`config.mk`:
```
export PLATFORM = sky130hd
export DESIGN_NAME = baud_tick_gen
export DESIGN_NICKNAME = d
export VERILOG_FILES = /design/src/rtl/baud_pkg.sv /design/src/rtl/baud_word_reg.sv /design/src/rtl/baud_phase_acc.sv /design/src/rtl/baud_tick_gen.sv
export SDC_FILE = /design/constraint.sdc
export NUM_CORES = 1
export LEC_CHECK = 0
export BUFFER_PORTS_ARGS = -buffer_cell sky130_fd_sc_hd__buf_2
export CAP_MARGIN = 25
export CORE_ASPECT_RATIO = 1.75
export CORE_MARGIN = 4
export CORE_UTILIZATION = 55
export DETAILED_ROUTE_END_ITERATION = 6
export PLACE_DENSITY = 0.72
export RECOVER_POWER = 50
export SYNTH_ARGS = -nofsm -noshare
export SYNTH_HDL_FRONTEND = slang
export SYNTH_SLANG_ARGS = --single-unit
```
`constraint.sdc`:
```
create_clock -name clk -period 4.84 [get_ports clk]
set_input_delay 0.968 -clock clk [delete_from_list [all_inputs] [get_ports clk]]
set_output_delay 0.968 -clock clk [all_outputs]
set_load 0.03 [all_outputs]
```
`src/rtl/baud_pkg.sv`:
```
`timescale 1ns/1ps
package baud_pkg;
  localparam int unsigned ACC_W = 32;
  localparam int unsigned NUM_RATES = 2;  // 0: bit rate, 1: oversampled

  typedef logic [ACC_W-1:0] phase_t;

  // word = floor(baud * 2^ACC_W / clk_hz)
  function automatic phase_t tuning_for(input longint unsigned baud,
                                        input longint unsigned clk_hz);
    longint unsigned scaled;
    scaled = (baud << ACC_W) / clk_hz;
    return phase_t'(scaled);
  endfunction

  // word << sh, clamped to all ones when high bits would be lost
  function automatic phase_t scale_sat(input phase_t w, input int unsigned sh);
    phase_t top_bits;
    top_bits = w >> (ACC_W - sh);
    if (top_bits != '0) return '1;
    return w << sh;
  endfunction
endpackage

```
`src/rtl/baud_word_reg.sv`:
```
`timescale 1ns/1ps
module baud_word_reg
  import baud_pkg::*;
#(
  parameter phase_t RESET_WORD = phase_t'(4947802)
) (
  input  logic   clk,
  input  logic   rst_n,
  input  logic   wr_en,
  input  phase_t wr_data,
  output phase_t word
);
  phase_t word_q;

  always_ff @(posedge clk) begin
    if (!rst_n)     word_q <= RESET_WORD;
    else if (wr_en) word_q <= wr_data;
  end

  assign word = word_q;

  AST_WORD_LOAD: assert property (@(posedge clk) disable iff (!rst_n)
    wr_en |=> word_q == $past(wr_data));
  AST_WORD_HOLD: assert property (@(posedge clk) disable iff (!rst_n)
    !wr_en |=> $stable(word_q));
endmodule

```
`src/rtl/baud_phase_acc.sv`:
```
`timescale 1ns/1ps
module baud_phase_acc
  import baud_pkg::*;
(
  input  logic   clk,
  input  logic   rst_n,
  input  phase_t step,
  output logic   tick
);
  phase_t           acc_q;
  logic             tick_q;
  logic [ACC_W:0]   sum;
  logic             carry_evt;  // wrap event, brought out for the checks

  assign sum       = {1'b0, acc_q} + {1'b0, step};
  assign carry_evt = sum[ACC_W];

  always_ff @(posedge clk) begin
    if (!rst_n) begin
      acc_q  <= '0;
      tick_q <= 1'b0;
    end else begin
      acc_q  <= sum[ACC_W-1:0];
      tick_q <= carry_evt;
    end
  end

  assign tick = tick_q;

  AST_WRAP_RESIDUE: assert property (@(posedge clk) disable iff (!rst_n)
    tick_q |-> acc_q < $past(step));
  AST_NO_WRAP_RISES: assert property (@(posedge clk) disable iff (!rst_n)
    !tick_q |-> acc_q >= $past(acc_q));
  AST_ZERO_STEP_QUIET: assert property (@(posedge clk) disable iff (!rst_n)
    ($past(step) == '0) |-> !tick_q);
  AST_SINGLE_PULSE: assert property (@(posedge clk) disable iff (!rst_n)
    (tick_q && !step[ACC_W-1] && $stable(step)) |=> !tick_q);
endmodule

```
`src/rtl/baud_tick_gen.sv`:
```
`timescale 1ns/1ps
module baud_tick_gen
  import baud_pkg::*;
#(
  parameter longint unsigned CLK_HZ     = 100_000_000,
  parameter longint unsigned RESET_BAUD = 115_200,
  parameter int unsigned     OS_SHIFT   = 4
) (
  input  logic        clk,
  input  logic        rst_n,
  input  logic        wr_en,
  input  logic [31:0] wr_data,
  output logic        baud_tick,
  output logic        os_tick
);
  localparam phase_t RESET_WORD = tuning_for(RESET_BAUD, CLK_HZ);

  phase_t word_q;
  phase_t steps [NUM_RATES];
  logic   ticks [NUM_RATES];

  baud_word_reg #(.RESET_WORD(RESET_WORD)) u_word (
    .clk    (clk),
    .rst_n  (rst_n),
    .wr_en  (wr_en),
    .wr_data(phase_t'(wr_data)),
    .word   (word_q)
  );

  assign steps[0] = word_q;
  assign steps[1] = scale_sat(word_q, OS_SHIFT);

  for (genvar g = 0; g < NUM_RATES; g++) begin : g_rate
    baud_phase_acc u_acc (
      .clk  (clk),
      .rst_n(rst_n),
      .step (steps[g]),
      .tick (ticks[g])
    );
  end

  assign baud_tick = ticks[0];
  assign os_tick   = ticks[1];

  AST_OS_NOT_SLOWER: assert property (@(posedge clk) disable iff (!rst_n)
    steps[1] >= steps[0]);
  AST_OS_CLAMP: assert property (@(posedge clk) disable iff (!rst_n)
    (word_q[ACC_W-1 -: OS_SHIFT] != '0) |-> (&steps[1]));
endmodule

```
======== Word level (Yosys, flattened, before mapping) ========
Index checks and enable logic that the tools add are counted.
storage, ports and cells
  register bits ........................... 98
  input bits .............................. 35
  output and inout bits ................... 2
  logic and storage cells ................. 11
cells by class
  add/sub/neg operators ................... 2
  mux-type cells .......................... 3
  reductions and logical operators ........ 1
operators by type and width
  operator                 number
  adder 32 x 32 -> 33 bit  2
  2-to-1 mux 32 bit        2
  nonzero test 32 bit      1
  2-to-1 mux 1 bit         1

======== Longest topological paths before layout ========
  word-level depth ........................ 4
  mapped depth ............................ 13
  mapped depth without buffers ............ 12

======== By module ========
From an unflattened synthesis, not the netlist that was laid out.
second synthesis, totals
  cell total of the unflattened synthesis .. 795
  area, all modules ....................... 7009.2 um^2
modules (own cells, without submodules)
  module                            instances  cells each  area an instance (um^2)  sequential area each (um^2)
  baud_phase_acc (g_rate[1].u_acc)  1          332         2906.5                   660.6
  baud_phase_acc (g_rate[0].u_acc)  1          327         2690.1                   660.6
  baud_word_reg                     1          103         1197.4                   640.6
  baud_tick_gen                     1          33          215.2                    0.0

======== Least setup slack after synthesis ========
OpenSTA, ideal clock, no wires.
  kind .................................... reg2reg
  from .................................... reg u_word.word_q[31] (netlist: u_word.word[31])
  to ...................................... reg g_rate[1].u_acc.acc_q[31]
  setup time .............................. 72 ps
  arrival ................................. 2893 ps
  required time ........................... 4768 ps
  slack ................................... 1875 ps
  cell stages (with the launch flop) ...... 12
  path buffers ............................ 1
  clock period less this slack ............ 2965 ps
  cell sequence ........................... dfxtp_1 > nor4_1 > clkbuf_1 > inv_1 > ha_1 > a21o_1 > and4_1 > or2_1 > a31oi_2 > o31ai_1 > a211oi_1 > mux2i_1
on the way
  word-level cells in the longest chain between the ends .. 4
ends and longest elaborated chain
  what                     line                  text
  start, declared          baud_word_reg.sv:13   phase_t word_q;
  start signal, assigned   baud_word_reg.sv:17   else if (wr_en) word_q <= wr_data;
  nonzero test 32 bit      baud_pkg.sv:20        if (top_bits != '0) return '1;
  2-to-1 mux 1 bit         baud_pkg.sv:20
  2-to-1 mux 32 bit        baud_pkg.sv:21        return w << sh;
  adder 32 x 32 -> 33 bit  baud_phase_acc.sv:15  assign sum = {1'b0, acc_q} + {1'b0, step};
  end signal, assigned     baud_phase_acc.sv:23  acc_q <= sum[ACC_W-1:0];
  end, declared            baud_phase_acc.sv:10  phase_t acc_q;
Every way passes these cells.
A chain may end at the register's enable or synchronous reset.

======== Worst setup path after layout ========
  from .................................... in rst_n
  to ...................................... reg g_rate[1].u_acc.acc_q[2]
RTL lines
  what             line                 text
  start, declared  baud_tick_gen.sv:10  input logic rst_n,
No word-level cell between the ends.

==> metrics <==
post-route insts no fill 989; area grow syn2layout 7.822%; Pre-Repair DR Iteration Count 7; CP Buf/Inv Count 3; EDFF count, synth 0; Setup Total Neg Slack 0 ps; critical-path cell list clkbuf_1 -> inv_2 -> buf_4 -> nor3_1; Leakage 3.197 nW; CTS tree built; post-route ant nets 0; Syn Std Cell Area 6703 µm²; vias in the first global route 6095; final setup fails 0; initial antenna violation count 0; PostCTS Resize Cnt 0; final RePlAce weighted congestion 0.9486; Worst setup SP type primary input; global route hottest layer met2; # clock sinks 98; first-pass GRT wire length 28.37 mm; Worst Hold Class reg2reg; Synth cell types 72; met2 Usage GRT 46.39%; Worst path slowest cell clkbuf_1; drt initial violations 272; Antenna Cells 0; Slew HR -38.01%; Avg Inst Size Synth 8.316 µm²; Die ar. 14090 µm²; FF-to-FF Start u_word.word[31]; Remaining Overflow, GRT 0; setup repair bufs after CTS 0; Yosys top cell area share 29.27%; via count 5994; synthesized instance count 806; CTS clock-pin slew for the worst setup and hold paths 70 ps; NumNets Final 923; Die X 91.45 µm; H-tree lvl count 3; core area 12000 µm²; WP data arrival 4000 ps; Placed Cells 973; Synth async-reset ratio 0%; Critical path origin rst_n; Final min period 3737 ps; post-synth top area cell dfxtp_1; clk root buf clkbuf_16; Power per Cell Area 629.5 nW/µm²; WL/cell 17.41 µm; Clock Latency Late Sink 350 ps; DIE HEIGHT 154.0 µm; met3 Usage GRT 3.279%; Crit. End Element flop; synth warn 0; Final period util 77.21%; syn_nets 910; Hold Buf Count CTS 0; Worst Slack Setup Final 1103 ps; proportion of layout cells with a drive suffix above 1 9.587%; HP Start u_word.word[13]; Final Max Tran Viols 43; via-per-instance ratio 6.061; failing checks capacitance limit, slew limit; Slew @ Worst Pin 2070 ps; crit-path max FO 42; ranking of synthesized cells by area dfxtp_1, ha_1, mux2i_1, nor2_1, a21oi_1; Fin. Hold Viols 0; Yosys reg bits 98; ys flop type dfxtp_1; critical path required time 5110 ps; crit-path max cell delay 1450 ps; cell family with most CP delay buffers and inverters; boundary pin count 37; clk_skew 9.198 ps; pin count of the biggest net entering global routing 43; Total Power 4.549 mW; commonest cells in the netlist dfxtp_1, nor2_1, nand2_1; RSZ-0062 raised after global routing no; met1 Usage GRT 24.65%; PortBufs 36; row count 53; max_cap viols 1; Setup CP Type in2reg; total wire length 17.21 mm; TritonCTS buffer count 9; Fmax 267.6 MHz; number of remaining DRC errors 0; final core utilization 60.21%; Max IR drop VDD 279.9 µV; sequential area share after synthesis 29.27%; Initial Util 55.84%; CTS max path bufs 2; DP Worst Slack 1658 ps; outcome finished, violations left; total track usage 24.89%; hpwl dp 13.50 mm
-- layer usage --
metal / routed length (µm) / vias to the layer above
li1: - / 2919
met2: 8971 / 203
met3: 654 / 75
met5: 0 / -
met4: 1221 / 0
met1: 6367 / 2797
-- power breakdown --
group / switching (mW) / internal (mW)
registers: 0.0977 / 1.03
logic: 1.64 / 1.10
clock network: 0.326 / 0.353
-- placed cells by master, fill, tap and decap left out, types with 14 or more instances in the layout --
cell,count
ha_1,67
mux2i_1,41
a21oi_1,70
nand2_1,73
nand4_1,15
a21o_1,22
buf_2,33
o21ai_0,25
nand2b_1,39
nor2_1,98
o21ai_1,14
inv_1,17
xor2_1,26
dfxtp_1,98
xnor2_1,18
-- final timing paths --
path	to	slack [ps]	cells after the start
hold / removal	u_word.word[13]	540	2
hold reg to reg	u_word.word[13]	540	2
setup reg to reg	g_rate[1].u_acc.acc_q[27]	1590	11
setup / recovery	g_rate[1].u_acc.acc_q[2]	1100	4
-- layout make-up --
cell class | instances | area, µm²
Clock inverter | 7 | 53.80
Timing Repair Buffer | 38 | 191.4
Clock buffer | 9 | 225.2
Multi-Input combinational cell | 654 | 4521
Inverter | 18 | 67.56
Sequential cell | 98 | 1962
Fill cell | 1102 | 4776
Tap cell | 165 | 206.4
-- flip-flops by register name, indices dropped and copies added (netlist names) --
signal and count:
g_rate.u_acc.acc_q 64, u_word.word 32, g_rate.u_acc.tick 2
-- through the flow --
step                hold slack (ps)  instance area (µm²)
floorplan                     460.0                 6703
global placement              507.5                 6952
detailed placement            503.5                 6952
CTS                           525.8                 7231
global route                  561.1                 7227
finish                        540.7                 7227
-- cell families (layout without fill, tap and decap cells) --
kind of cell,Yosys count,after routing,share of synthesized area [%]
AO/OA/AOI/OAI,216,216,21.90
XOR/XNOR,44,44,5.749
adder cells (fa/ha/maj),69,69,13.10
buffers and inverters,54,72,3.379
flip-flops,98,98,29.27
multiplexers,41,41,6.123
AND/OR/NAND/NOR,284,284,20.48
-- worst register-to-register path: cells and delay by family, from the launching register on --
| family | cells | cell delay [ps] |
|---|---|---|
| adder cells (fa/ha/maj) | 1 | 320 |
| multiplexers | 1 | 220 |
| flip-flops | 1 | 330 |
| buffers and inverters | 2 | 560 |
| AND/OR/NAND/NOR | 3 | 780 |
| AO/OA/AOI/OAI | 4 | 990 |
(Power assumes the default switching activity.)
